<file path="config.mk">
export PLATFORM = sky130hd
export DESIGN_NAME = mux_burst_wr_slave
export DESIGN_NICKNAME = d
export VERILOG_FILES = /design/src/rtl/mbws_pkg.sv /design/src/rtl/mbws_ctrl.sv /design/src/rtl/mbws_datapath.sv /design/src/rtl/mux_burst_wr_slave.sv
export SDC_FILE = /design/constraint.sdc
export NUM_CORES = 2
export LEC_CHECK = 0
export BUFFER_PORTS_ARGS = -buffer_cell sky130_fd_sc_hd__buf_2
export CORE_UTILIZATION = 55
export DETAILED_ROUTE_END_ITERATION = 8
export GPL_ROUTABILITY_DRIVEN = 0
export PLACE_DENSITY = 0.71
export SLEW_MARGIN = 20
export SYNTH_ARGS = -nofsm -noshare
export SYNTH_HDL_FRONTEND = slang
export SYNTH_SLANG_ARGS = --single-unit
</file>
<file path="constraint.sdc">
create_clock -name clk -period 6.83 [get_ports clk]
set_input_delay 1.366 -clock clk [delete_from_list [all_inputs] [get_ports clk]]
set_output_delay 1.366 -clock clk [all_outputs]
set_load 0.02 [all_outputs]
</file>
<file path="src/rtl/mbws_pkg.sv">
package mbws_pkg;
  typedef enum logic [2:0] {
    ST_IDLE,
    ST_ADDR_LATCHED,
    ST_READY_LEAD,
    ST_BURST,
    ST_DONE
  } mbwsState_t;

  typedef struct packed {
    logic loadAddr;
    logic advance;
    logic writeWord;
    logic flagErr;
  } mbwsStrobes_t;
endpackage

</file>
<file path="src/rtl/mbws_ctrl.sv">
module mbws_ctrl
  import mbws_pkg::*;
(
  input  logic         clk,
  input  logic         rst,
  input  logic         selN,
  input  logic         addrLatch,
  input  logic         strobeN,
  input  logic         lastN,
  input  logic [1:0]   wordEn,
  input  logic         modeWrite,
  output mbwsStrobes_t strb,
  output logic         readyN
);
  mbwsState_t state, nextState;
  logic inBurst;
  logic wordOk;

  always_comb begin
    nextState = state;
    if (selN) begin
      nextState = ST_IDLE;
    end else begin
      unique case (state)
        ST_IDLE:         if (addrLatch) nextState = ST_ADDR_LATCHED;
        ST_ADDR_LATCHED: begin
          if (!strobeN)       nextState = ST_READY_LEAD;
          else if (addrLatch) nextState = ST_ADDR_LATCHED;
          else                nextState = ST_IDLE;
        end
        ST_READY_LEAD:   nextState = ST_BURST;
        ST_BURST:        if (!lastN) nextState = ST_DONE;
        ST_DONE:         nextState = ST_DONE;
        default:         nextState = ST_IDLE;
      endcase
    end
  end

  always_ff @(posedge clk) begin
    if (rst) state <= ST_IDLE;
    else     state <= nextState;
  end

  assign inBurst = (state == ST_BURST) && !selN;
  assign wordOk  = (wordEn == 2'b11);

  always_comb begin
    strb.loadAddr  = !selN && addrLatch &&
                     ((state == ST_IDLE) || ((state == ST_ADDR_LATCHED) && strobeN));
    strb.advance   = inBurst;
    strb.writeWord = inBurst && wordOk && modeWrite;
    strb.flagErr   = inBurst && !wordOk;
  end

  assign readyN = !((state == ST_READY_LEAD) || (state == ST_BURST));

  assert_strobe_start_R3: assert property (@(posedge clk) disable iff (rst)
    (state == ST_ADDR_LATCHED && !strobeN && !selN) |=> (!readyN && state == ST_READY_LEAD));

  assert_lead_cycle_R4: assert property (@(posedge clk) disable iff (rst)
    (state == ST_READY_LEAD && !selN) |=> (state == ST_BURST && !readyN));

  assert_last_word_R6: assert property (@(posedge clk) disable iff (rst)
    (state == ST_BURST && !lastN && !selN) |=> (readyN && !strb.writeWord));

  assert_abort_R7: assert property (@(posedge clk) disable iff (rst)
    selN |=> (state == ST_IDLE && readyN));

  assert_no_strobe_R11: assert property (@(posedge clk) disable iff (rst)
    (state == ST_ADDR_LATCHED && strobeN && !addrLatch && !selN) |=> (state == ST_IDLE));
endmodule

</file>
<file path="src/rtl/mbws_datapath.sv">
module mbws_datapath
  import mbws_pkg::*;
#(
  parameter int DATA_W = 16,
  parameter int ADDR_W = 8
) (
  input  logic              clk,
  input  logic              rst,
  input  mbwsStrobes_t      strb,
  input  logic              memSel,
  input  logic              rdWr,
  input  logic [DATA_W-1:0] busData,
  input  logic [ADDR_W-1:0] peekAddr,
  output logic [DATA_W-1:0] peekData,
  output logic              modeWrite,
  output logic              accessErr
);
  localparam int DEPTH = 1 << ADDR_W;

  logic [ADDR_W-1:0] curAddr;
  logic              modeMem;
  logic              modeRd;
  logic [DATA_W-1:0] memArr [DEPTH];

  always_ff @(posedge clk) begin
    if (rst) begin
      curAddr   <= '0;
      modeMem   <= 1'b0;
      modeRd    <= 1'b1;
      accessErr <= 1'b0;
    end else begin
      if (strb.loadAddr) begin
        curAddr   <= busData[ADDR_W-1:0];
        modeMem   <= memSel;
        modeRd    <= rdWr;
        accessErr <= 1'b0;
      end else begin
        if (strb.advance) curAddr <= curAddr + 1'b1;
        if (strb.flagErr) accessErr <= 1'b1;
      end
    end
  end

  always_ff @(posedge clk) begin
    if (strb.writeWord) memArr[curAddr] <= busData;
  end

  assign modeWrite = modeMem && !modeRd;
  assign peekData  = memArr[peekAddr];

  assert_addr_load_R2: assert property (@(posedge clk) disable iff (rst)
    strb.loadAddr |=> (curAddr == $past(busData[ADDR_W-1:0])));

  assert_addr_step_R5: assert property (@(posedge clk) disable iff (rst)
    strb.advance |=> (curAddr == ADDR_W'($past(curAddr) + 1'b1)));

  assert_err_flag_R8: assert property (@(posedge clk) disable iff (rst)
    strb.flagErr |=> accessErr);

  assert_mode_gate_R9: assert property (@(posedge clk) disable iff (rst)
    (strb.writeWord && !strb.loadAddr) |-> (modeMem && !modeRd));
endmodule

</file>
<file path="src/rtl/mux_burst_wr_slave.sv">
module mux_burst_wr_slave
  import mbws_pkg::*;
#(
  parameter int DATA_W = 16,
  parameter int ADDR_W = 8
) (
  input  logic              clk,
  input  logic              rst,
  input  logic              selN,
  input  logic              addrLatch,
  input  logic              strobeN,
  input  logic              memSel,
  input  logic              rdWr,
  input  logic [1:0]        wordEn,
  input  logic              lastN,
  input  logic [DATA_W-1:0] busData,
  input  logic              queueFull,
  output logic              readyN,
  output logic              stopN,
  output logic              accessErr,
  output logic              wrStrobe,
  input  logic [ADDR_W-1:0] peekAddr,
  output logic [DATA_W-1:0] peekData
);
  mbwsStrobes_t strb;
  logic         modeWrite;

  mbws_ctrl u_ctrl (
    .clk      (clk),
    .rst      (rst),
    .selN     (selN),
    .addrLatch(addrLatch),
    .strobeN  (strobeN),
    .lastN    (lastN),
    .wordEn   (wordEn),
    .modeWrite(modeWrite),
    .strb     (strb),
    .readyN   (readyN)
  );

  mbws_datapath #(.DATA_W(DATA_W), .ADDR_W(ADDR_W)) u_dp (
    .clk      (clk),
    .rst      (rst),
    .strb     (strb),
    .memSel   (memSel),
    .rdWr     (rdWr),
    .busData  (busData),
    .peekAddr (peekAddr),
    .peekData (peekData),
    .modeWrite(modeWrite),
    .accessErr(accessErr)
  );

  assign stopN    = !queueFull;
  assign wrStrobe = strb.writeWord;

  assert_write_in_burst_R5: assert property (@(posedge clk) disable iff (rst)
    wrStrobe |-> (!readyN && !selN));
endmodule

</file>
==> run metrics <==
status complete, no violations; Detail Route Antenna Nets 0; CP Cell Sequence buf_12, buf_12, mux2i_1, o221ai_1, nor3_1, nor4_2, buf_4, and3_1, nand4_1, nor4b_2, buf_4, buf_2; crit path launch type primary input; most common cell after layout, fill and taps aside edfxtp_1; CP peak stage delay 620 ps; crit path DAT 5410 ps; max-cap violations 0; CTS hold repair buffers 0; vias per cell 6.79; WL/cell 34.4 µm; Die Area 291,000 µm²; Die H 539 µm; slowest stage cell, crit path nor4b_2; TritonCTS clock tree done; DP HPWL 244,000 µm; Reg clk slew, reported paths 60 ps; synthesized flop and latch total 4,110; WS Path Type in -> out; IO Port Bufs 54; Slew Viols, Final 0; Mapped Area 159,000 µm²; Final min period 6780 ps; core area 286,000 µm²; num rows 196; actual slew at the worst max-slew pin 1310 ps; P&R area growth vs syn 12.5%; RSZ-0062 raised after global routing no; crit path max fanout 50; 1st-pass router iterations 6; YS warnings 0; Mapped Cells 7,306; Post-synth ARST share 0%; Routed WL 410,000 µm; vias in the first global route 79,200; FF/Latch Area 123,000 µm²; via count 81,000; Worst EP required 5460 ps; fill count 18,900; Final Hold Viols 0; critical path's top delay family simple AND/OR/NAND/NOR gates; Hold WC Path Type reg -> reg; DP Area 166,000 µm²; Setup Fix Bufs, Post-CTS 0; starting density of the core 55.5%; final-report setup violation count 0; largest net degree at the start of global routing 176; Sink Count 4,110; Final Cycle Share 99.2%; Die X 539 µm; first-pass GRT wire length 582,000 µm; final clock skew 65.9 ps; clk buf depth 4; CP bufs+invs 5; power density cells 290 nW/µm²; layout cells sized above 1 25.1%; fmax 148 MHz; drt initial violations 11,900; worst ir drop on vdd 0.000222 V; footprint of the multi-input gates 32,800 µm²; GRT Residual Overflow 0; initial antenna violation count 17; most frequent cells in the layout 4,096 x edfxtp_1, 840 x mux4_2, 483 x mux2i_1, 481 x buf_4, 397 x clkbuf_16; DRC 0; sequential area share after synthesis 77.7%; Top-Level Pins 55; Inserted Clock Buffers 395; Skew-Pair Late Insertion Delay 960 ps; GRT Util Overall 28.1%; Post-synth EDFFs 4,096; fin area 178,000 µm²; synthesized net count 7,345; Synth cell types 68; Critical Path End Type output pin; Slew HR 12.9%; fin util 62.4%; H-tree levels 5; CTS root buf clkbuf_16; NumNets Final 7,884; syn avg cell area 21.7 µm²; leakage 0.0566 µW; Most used DFF post-synth edfxtp_1
-- worst min-delay path: stages (launching register included) --
cell and delay [ps]:
dfxtp_1 310, nand2_1 50, a21oi_1 60
-- layer usage --
metal  share of wire, %  wire (µm)  global-route usage (%)
met1                 38     156000                    40.6
met2                 46     190000                    42.6
met3                 12      49000                    6.19
met4                3.7      15300                    10.1
met5              0.010         41                       0
-- cells by family (layout without fill, tap and decap cells) --
group,count (synthesis),in the layout,synth area share [%]
AO/OA/AOI/OAI,702,702,3.24
XOR/XNOR,5,5,0.0276
adder cells (fa/ha/maj),4,4,0.0316
buffers and inverters,448,1296,1.81
flip-flops,4110,4110,77.7
multiplexers,1335,1335,15.1
other,0,10,0
AND/OR/NAND/NOR,702,702,2.01
-- synthesized netlist by cell type (all sizes together) (8+ instances only) --
| master | instances | area (µm²) |
|---|---|---|
| a22o | 46 | 403 |
| nor4 | 25 | 156 |
| nand4 | 13 | 81.3 |
| nor3 | 138 | 691 |
| edfxtp | 4096 | 123000 |
| mux2i | 483 | 4830 |
| o22ai | 101 | 632 |
| o311ai | 12 | 105 |
| a22oi | 63 | 478 |
| buf | 270 | 2210 |
| o221ai | 196 | 1720 |
| clkbuf | 171 | 642 |
| nand3 | 41 | 205 |
| and3 | 17 | 106 |
| nor4b | 10 | 93.8 |
| a221oi | 62 | 543 |
| a211oi | 17 | 128 |
| nand2 | 101 | 379 |
| mux4 | 849 | 19200 |
| dfxtp | 14 | 280 |
| nor2 | 315 | 1180 |
| a21oi | 131 | 656 |
| nand2b | 8 | 50.1 |
| nor2b | 9 | 56.3 |
| o21ai | 44 | 220 |
-- final cells by class --
class	count	share of cell area, %
Sequential cell	4110	69.1
Multi-Input combinational cell	2748	18.4
Clock buffer	476	5.78
Timing Repair Buffer	583	2.83
Tap cell	3762	2.64
Clock inverter	230	1.25
Inverter	7	0.0203
Antenna cell	10	0.0140
-- flip-flops by register name, indices dropped and copies added, names as in the netlist --
name and count:
u_ctrl.state 3, u_dp.accessErr 1, u_dp.curAddr 8, u_dp.memArr 4096, u_dp.modeMem 1, u_dp.modeRd 1
-- through the flow --
stage	power (µW)	TNS (ps)	hold WS, ps	setup WS (ps)	cells
global placement	30800	-806	445	-469	11200
floorplan	29600	0	431	1750	7306
CTS	51800	0	469	60.8	11900
detailed placement	30800	-345	461	-345	11200
finish	51700	0	470	51.3	11900
global route	52900	0	481	31.8	11900
-- repair_timing --
item,in CTS,in global routing
setup endpoints to repair,2,1
endpoints found under the hold margin,0,0
pin swaps,0,1
resized for setup,3,0
-- report_power, final --
group          switching [µW]  internal, µW
registers                6.79         27700
clock network            9260         12100
logic                    1710           873
total                   11000         40700
-- worst paths after layout --
kind / startpoint / endpoint / slack, ps / cells past startpoint
worst min register to register: u_dp.modeMem / u_dp.modeMem / 470 / 2
worst max register to register: u_ctrl.state[2] / u_dp.memArr[87][10] / 2600 / 8
worst min-delay path: u_dp.modeMem / u_dp.modeMem / 470 / 2
worst max-delay path: peekAddr[0] / peekData[2] / 50 / 12
Power figures use the tool's default switching activity.
